**config.mk**
```make
export PLATFORM = sky130hd
export DESIGN_NAME = pixpri_unit
export DESIGN_NICKNAME = d
export VERILOG_FILES = /design/src/rtl/pixpri_pkg.sv /design/src/rtl/pixpri_store.sv /design/src/rtl/pixpri_merge.sv /design/src/rtl/pixpri_unpack.sv /design/src/rtl/pixpri_unit.sv
export SDC_FILE = /design/constraint.sdc
export NUM_CORES = 2
export LEC_CHECK = 0
export BUFFER_PORTS_ARGS = -buffer_cell sky130_fd_sc_hd__buf_2
export CAP_MARGIN = 20
export CORE_ASPECT_RATIO = 1.4
export CORE_MARGIN = 3
export CORE_UTILIZATION = 55
export DETAILED_ROUTE_END_ITERATION = 10
export MAX_ROUTING_LAYER = met4
export PLACE_DENSITY = 0.7
export REMOVE_ABC_BUFFERS = 1
export SLEW_MARGIN = 15
export SYNTH_ARGS = -nofsm -noshare
export SYNTH_HDL_FRONTEND = slang
export SYNTH_SLANG_ARGS = --single-unit
```
**constraint.sdc**
```tcl
create_clock -name clk -period 5.17 [get_ports clk]
set_input_delay 1.551 -clock clk [delete_from_list [all_inputs] [get_ports clk]]
set_output_delay 1.551 -clock clk [all_outputs]
set_load 0.005 [all_outputs]
```
**src/rtl/pixpri_pkg.sv**
```systemverilog
package pixpri_pkg;
  localparam int PIX_W        = 4;
  localparam int PIX_PER_WORD = 4;
  localparam int WORD_W       = PIX_W * PIX_PER_WORD;
  localparam int POS_W        = $clog2(PIX_PER_WORD);

  typedef enum logic [1:0] {
    PRI_PLAIN = 2'b00,
    PRI_UNDER = 2'b01,
    PRI_OVER  = 2'b10,
    PRI_BOTH  = 2'b11
  } pri_mode_e;

  // Decide whether a new pixel value may replace the stored one.
  function automatic logic pixel_commit(input pri_mode_e m,
                                        input logic [PIX_W-1:0] nv,
                                        input logic [PIX_W-1:0] ov);
    logic ok;
    case (m)
      PRI_OVER:  ok = (nv != '0);
      PRI_UNDER: ok = (nv != '0) && (ov == '0);
      default:   ok = 1'b1;
    endcase
    return ok;
  endfunction
endpackage

```
**src/rtl/pixpri_store.sv**
```systemverilog
module pixpri_store #(
  parameter int IDX_W  = 8,
  parameter int WORD_W = 16
) (
  input  logic              clk,
  input  logic              we,
  input  logic [IDX_W-1:0]  waddr,
  input  logic [WORD_W-1:0] wdata,
  input  logic [IDX_W-1:0]  raddr,
  output logic [WORD_W-1:0] rdata
);
  localparam int DEPTH = 1 << IDX_W;

  logic [WORD_W-1:0] mem [0:DEPTH-1];

  always_ff @(posedge clk) begin
    if (we) mem[waddr] <= wdata;
    rdata <= mem[raddr];
  end
endmodule

```
**src/rtl/pixpri_merge.sv**
```systemverilog
module pixpri_merge
  import pixpri_pkg::*;
(
  input  logic [WORD_W-1:0] old_word,
  input  pri_mode_e         mode,
  input  logic              l0_en,
  input  logic [POS_W-1:0]  l0_pos,
  input  logic [PIX_W-1:0]  l0_val,
  input  logic              l1_en,
  input  logic [POS_W-1:0]  l1_pos,
  input  logic [PIX_W-1:0]  l1_val,
  output logic [WORD_W-1:0] new_word,
  output logic              any_take
);
  logic [PIX_PER_WORD-1:0] slot_take;

  for (genvar s = 0; s < PIX_PER_WORD; s++) begin : g_slot
    localparam int HI = WORD_W - 1 - PIX_W * s;
    localparam logic [POS_W-1:0] SLOT = POS_W'(s);
    logic             h0, h1, take;
    logic [PIX_W-1:0] ov, nv;
    assign ov   = old_word[HI -: PIX_W];
    assign h0   = l0_en && (l0_pos == SLOT);
    assign h1   = l1_en && (l1_pos == SLOT);
    assign nv   = h0 ? l0_val : l1_val;
    assign take = (h0 || h1) && pixel_commit(mode, nv, ov);
    assign new_word[HI -: PIX_W] = take ? nv : ov;
    assign slot_take[s] = take;
  end

  assign any_take = |slot_take;
endmodule

```
**src/rtl/pixpri_unpack.sv**
```systemverilog
module pixpri_unpack
  import pixpri_pkg::*;
(
  input  logic [WORD_W-1:0] word_in,
  input  logic [POS_W-1:0]  pos,
  input  logic              is_word,
  output logic [WORD_W-1:0] data_out
);
  logic [PIX_W-1:0] hi_pix, lo_pix, one_pix;

  always_comb begin
    hi_pix  = pos[1] ? word_in[WORD_W-1-2*PIX_W -: PIX_W] : word_in[WORD_W-1 -: PIX_W];
    lo_pix  = pos[1] ? word_in[WORD_W-1-3*PIX_W -: PIX_W] : word_in[WORD_W-1-PIX_W -: PIX_W];
    one_pix = word_in[WORD_W-1-PIX_W*int'(pos) -: PIX_W];
    if (is_word)
      data_out = {{(8-PIX_W){1'b0}}, hi_pix, {(8-PIX_W){1'b0}}, lo_pix};
    else
      data_out = {{(WORD_W-PIX_W){1'b0}}, one_pix};
  end
endmodule

```
**src/rtl/pixpri_unit.sv**
```systemverilog
module pixpri_unit
  import pixpri_pkg::*;
#(
  parameter int ADDR_W = 10
) (
  input  logic              clk,
  input  logic              rst,
  input  logic              req_valid,
  output logic              req_ready,
  input  logic              req_we,
  input  logic              req_word,
  input  logic [ADDR_W-1:0] req_addr,
  input  logic [WORD_W-1:0] req_wdata,
  input  logic [1:0]        req_mode,
  output logic              rsp_valid,
  output logic [WORD_W-1:0] rsp_rdata
);
  localparam int IDX_W = ADDR_W - POS_W;

  typedef enum logic {ST_IDLE, ST_MERGE} st_e;
  st_e st;

  logic              acc;
  logic              op_we, op_word;
  logic [ADDR_W-1:0] op_addr;
  logic [WORD_W-1:0] op_data;
  pri_mode_e         op_mode;
  logic [WORD_W-1:0] rd_word, new_word, rd_unpacked;
  logic              any_take, store_we;
  logic [POS_W-1:0]  l0_pos, l1_pos;
  logic [PIX_W-1:0]  l0_val;

  assign acc = req_valid && req_ready;

  always_ff @(posedge clk) begin
    if (rst) begin
      st        <= ST_IDLE;
      req_ready <= 1'b1;
      op_we     <= 1'b0;
      op_word   <= 1'b0;
      op_addr   <= '0;
      op_data   <= '0;
      op_mode   <= PRI_PLAIN;
    end else if (st == ST_IDLE) begin
      if (acc) begin
        st        <= ST_MERGE;
        req_ready <= 1'b0;
        op_we     <= req_we;
        op_word   <= req_word;
        op_addr   <= req_addr;
        op_data   <= req_wdata;
        op_mode   <= pri_mode_e'(req_mode);
      end
    end else begin
      st        <= ST_IDLE;
      req_ready <= 1'b1;
    end
  end

  pixpri_store #(.IDX_W(IDX_W), .WORD_W(WORD_W)) u_store (
    .clk   (clk),
    .we    (store_we),
    .waddr (op_addr[ADDR_W-1:POS_W]),
    .wdata (new_word),
    .raddr (req_addr[ADDR_W-1:POS_W]),
    .rdata (rd_word)
  );

  // Word accesses cover an even/odd pixel pair; bit 0 is dropped.
  assign l0_pos = op_word ? {op_addr[POS_W-1:1], 1'b0} : op_addr[POS_W-1:0];
  assign l1_pos = {op_addr[POS_W-1:1], 1'b1};
  assign l0_val = op_word ? op_data[8 +: PIX_W] : op_data[0 +: PIX_W];

  pixpri_merge u_merge (
    .old_word (rd_word),
    .mode     (op_mode),
    .l0_en    (1'b1),
    .l0_pos   (l0_pos),
    .l0_val   (l0_val),
    .l1_en    (op_word),
    .l1_pos   (l1_pos),
    .l1_val   (op_data[0 +: PIX_W]),
    .new_word (new_word),
    .any_take (any_take)
  );

  assign store_we = (st == ST_MERGE) && op_we && any_take;

  pixpri_unpack u_unpack (
    .word_in  (rd_word),
    .pos      (op_addr[POS_W-1:0]),
    .is_word  (op_word),
    .data_out (rd_unpacked)
  );

  always_ff @(posedge clk) begin
    if (rst) begin
      rsp_valid <= 1'b0;
      rsp_rdata <= '0;
    end else begin
      rsp_valid <= (st == ST_MERGE) && !op_we;
      if ((st == ST_MERGE) && !op_we) rsp_rdata <= rd_unpacked;
    end
  end
endmodule

```
==> flow_summary.yaml <==
timing:
  rsz0062_at_grt: "no"
  holdWs_ns: 0.502
  finalCriticalPeriod_ns: 4.31
  setup_viol: 0
  max_freq_ghz: 0.232
  final_hold_viol_count: 0
  tightest_slew_ns: 1.23
  slew_violations: 0
  fin_crit_sh_pct: 83.3
  max_slew_margin_pct: 18.3
  finalClockSkew_ns: 0.0499
die:
  start_util_pct: 55.3
  die_y_um: 645
  coreArea_um2: 290000
  dieWidth_um: 462
  rows: 234
  io-pin-count: 51
  die_area_um2: 298000
worst_setup_path:
  crit_slowest_cell: "or4_1"
  required_ns: 5.97
  critical_path.max_fanout: 32
  critPathLaunchType: "input port"
  end_kind: "register"
  setup.worst_path.class: "in -> reg"
  cpLargestDelayFamily: "simple AND/OR/NAND/NOR gates"
  critPathBufInv: 2
  path_cells: "buf_12, buf_12, mux2i_1, o22ai_1, nor3_1, a211oi_1, nand3_1, or4_1, nor4_1"
  cp_common_cell: "buf_12"
  critPathArrivalTime_ns: 5.11
  worst_path_largest_cell_delay_ns: 0.70
pwr:
  switching_share_pct: 22.5
  p_leak_nw: 57.9
  p_seq_share_pct: 54.9
  combPwrFrac_pct: 7.7
  p_int_mw: 54.6
  cellPowerDensity_nw_per_um2: 391
  power_switching_mw: 15.9
  p_clk_share_pct: 37.3
  peakVddDrop_mv: 0.319
clock_network:
  clk_pin_slew_ns: 0.07
  cts_root_buf: "clkbuf_16"
  cts_max_level: 5
  clock_path_buffers: 4
  postCtsHoldBufs: 0
  cts_tree: "yes"
  cts_buffers: 364
  cts-resized-gates: 0
  post_cts_buffers: 0
  clk_latency_ns: 0.90
  cts.sinks: 4145
layout:
  syn_to_final_growth_pct: 12.4
  nNetsFinal: 8310
  mostFrequentLayoutCell: "edfxtp_1"
  fin_area_um2: 180000
  drive_above_1_share_pct: 24.4
  final_cell_mix: "edfxtp_1, mux4_2, buf_4, mux2i_1, nor2_1"
logic_synthesis:
  synth_seq_cells: 4145
  synth_cells: 7702
  synth_edf_count: 4096
  ys_types: 59
  ys_dominant_reg_cell: "edfxtp_1"
  async_reset_ff_share_pct: 0
  syn_area_um2: 160000
  yosysWarnings: 0
  synth_area_per_cell_um2: 20.8
  ys_seq_area_share_pct: 77.3
placed_design:
  dp_hpwl_um: 253000
  dpl_cell_area_um2: 169000
  port_buffers: 34
  place.gp.congestion: 0.929
global_route:
  grt_pass1_vias: 81405
  grt-ovfl-total: 0
  antenna_found_initial: 20
  grt_pass1_wl_um: 593000
  grt_util_all_layers_pct: 28.5
  grt_max_degree: 164
drt:
  routedWlPerCell_um: 33.2
  ant_nets: 0
  post-route-drc-count: 0
  drt-total-wl_um: 414000
  vias: 81023
  via_per_inst: 6.50
  drt_iter0_drc: 10503
  drt-pass1-iter-count: 8
run_status:
  outcome: "complete, no violations"
run:
  drv_cap: 0
worst_hold_path:
  min_path_type: "reg -> reg"
==> synth_stat cells (all sizes together) (14+ instances only) <==
cell type,instances,area share [%]
or2,21,0.082
clkbuf,214,0.50
nor2,462,1.1
nor3,166,0.52
or4,14,0.066
edfxtp,4096,77
a221oi,28,0.15
a22oi,46,0.22
a2111oi,16,0.13
nand2,164,0.39
mux2,26,0.18
nor2b,22,0.086
nand4,14,0.055
nand3,23,0.072
o21ai,40,0.12
a211oi,27,0.13
mux2i,542,3.4
a21oi,159,0.50
o221ai,103,0.56
mux4,831,12
nor4,25,0.098
a22o,32,0.17
buf,254,1.2
o22ai,246,0.96
o211ai,14,0.066
dfxtp,49,0.61
==> worst min-delay path, stage by stage (launching register included) <==
cell     delay, ns
dfxtp_1       0.33
nand2_1       0.06
a21oi_1       0.06
==> power by group through the flow <==
| stage | sequential [mW] | clock (mW) | combinational, mW |
|---|---|---|---|
| final | 38.7 | 26.3 | 5.44 |
| after global routing | 38.7 | 27.9 | 5.71 |
| after CTS | 38.7 | 26.6 | 5.43 |
| after detailed placement | 39.4 | 0 | 5.41 |
| after global placement | 39.4 | 0 | 5.18 |
| after floorplan | 39.6 | 0 | 2.38 |
==> worst paths after layout <==
| check | startpoint | cells after the start | slack (ns) | endpoint |
|---|---|---|---|---|
| hold reg to reg | op_data[8] | 2 | 0.50 | op_data[8] |
| setup / recovery | req_addr[2] | 9 | 0.86 | u_store.rdata[14] |
| setup reg to reg | op_data[0] | 10 | 1.03 | u_store.mem[217][2] |
| hold / removal | op_data[8] | 2 | 0.50 | op_data[8] |
==> cells by family (layout without fill, tap and decap cells) <==
| group | Yosys count | count (layout) | share of synthesized area (%) |
|---|---|---|---|
| flip-flops | 4145 | 4145 | 77.3 |
| multiplexers | 1399 | 1399 | 15.2 |
| AND/OR/NAND/NOR | 948 | 948 | 2.62 |
| AO/OA/AOI/OAI | 731 | 731 | 3.12 |
| buffers and inverters | 476 | 1316 | 1.71 |
| adder cells (fa/ha/maj) | 2 | 2 | 0.0156 |
| other | 1 | 22 | 0.00234 |
==> layout make-up <==
| type | instances | area (um^2) |
|---|---|---|
| sequential | 4145 | 124000 |
| fill | 19416 | 110000 |
| clock inverter | 214 | 1780 |
| inverter | 8 | 42.5 |
| antenna | 14 | 35.0 |
| tap | 3894 | 4870 |
| timing repair buffer | 668 | 5960 |
| multi-input combinational | 3088 | 34100 |
| clock buffer | 426 | 9570 |
==> per-stage QoR <==
| stage | std cells | total power, mW | util [%] | setup WS (ns) | setup TNS [ns] |
|---|---|---|---|---|---|
| 2_1_floorplan | 7241 | 42.0 | - | -2.72 | -42.13 |
| 3_3_place_gp | 11801 | 44.6 | 58.2 | 0.174 | 0 |
| 3_5_place_dp | 11801 | 44.9 | 58.2 | 0.0814 | 0 |
| 4_1_cts | 12441 | 70.8 | 62.1 | 1.03 | 0 |
| 5_1_grt | 12450 | 72.3 | 62.1 | 0.892 | 0 |
| 6_report | 12457 | 70.5 | 62.1 | 0.861 | 0 |
==> metal layers <==
metal,GRT usage [%],share of wire (%),up-vias
li1,-,-,33184
met1,35.9,36,42565
met2,44.6,49,4310
met3,4.74,8.6,964
met4,15.9,6.7,0
met5,-,0,-
==> sequential cells by signal (all words and copies together), names as in the netlist <==
register	flops
op_data	8
op_addr	10
op_word	1
st	1
req_ready	1
u_store.mem	4096
op_we	1
rsp_valid	1
op_mode	2
rsp_rdata	8
u_store.rdata	16
Note: power is estimated with default switching activity, not from simulation.
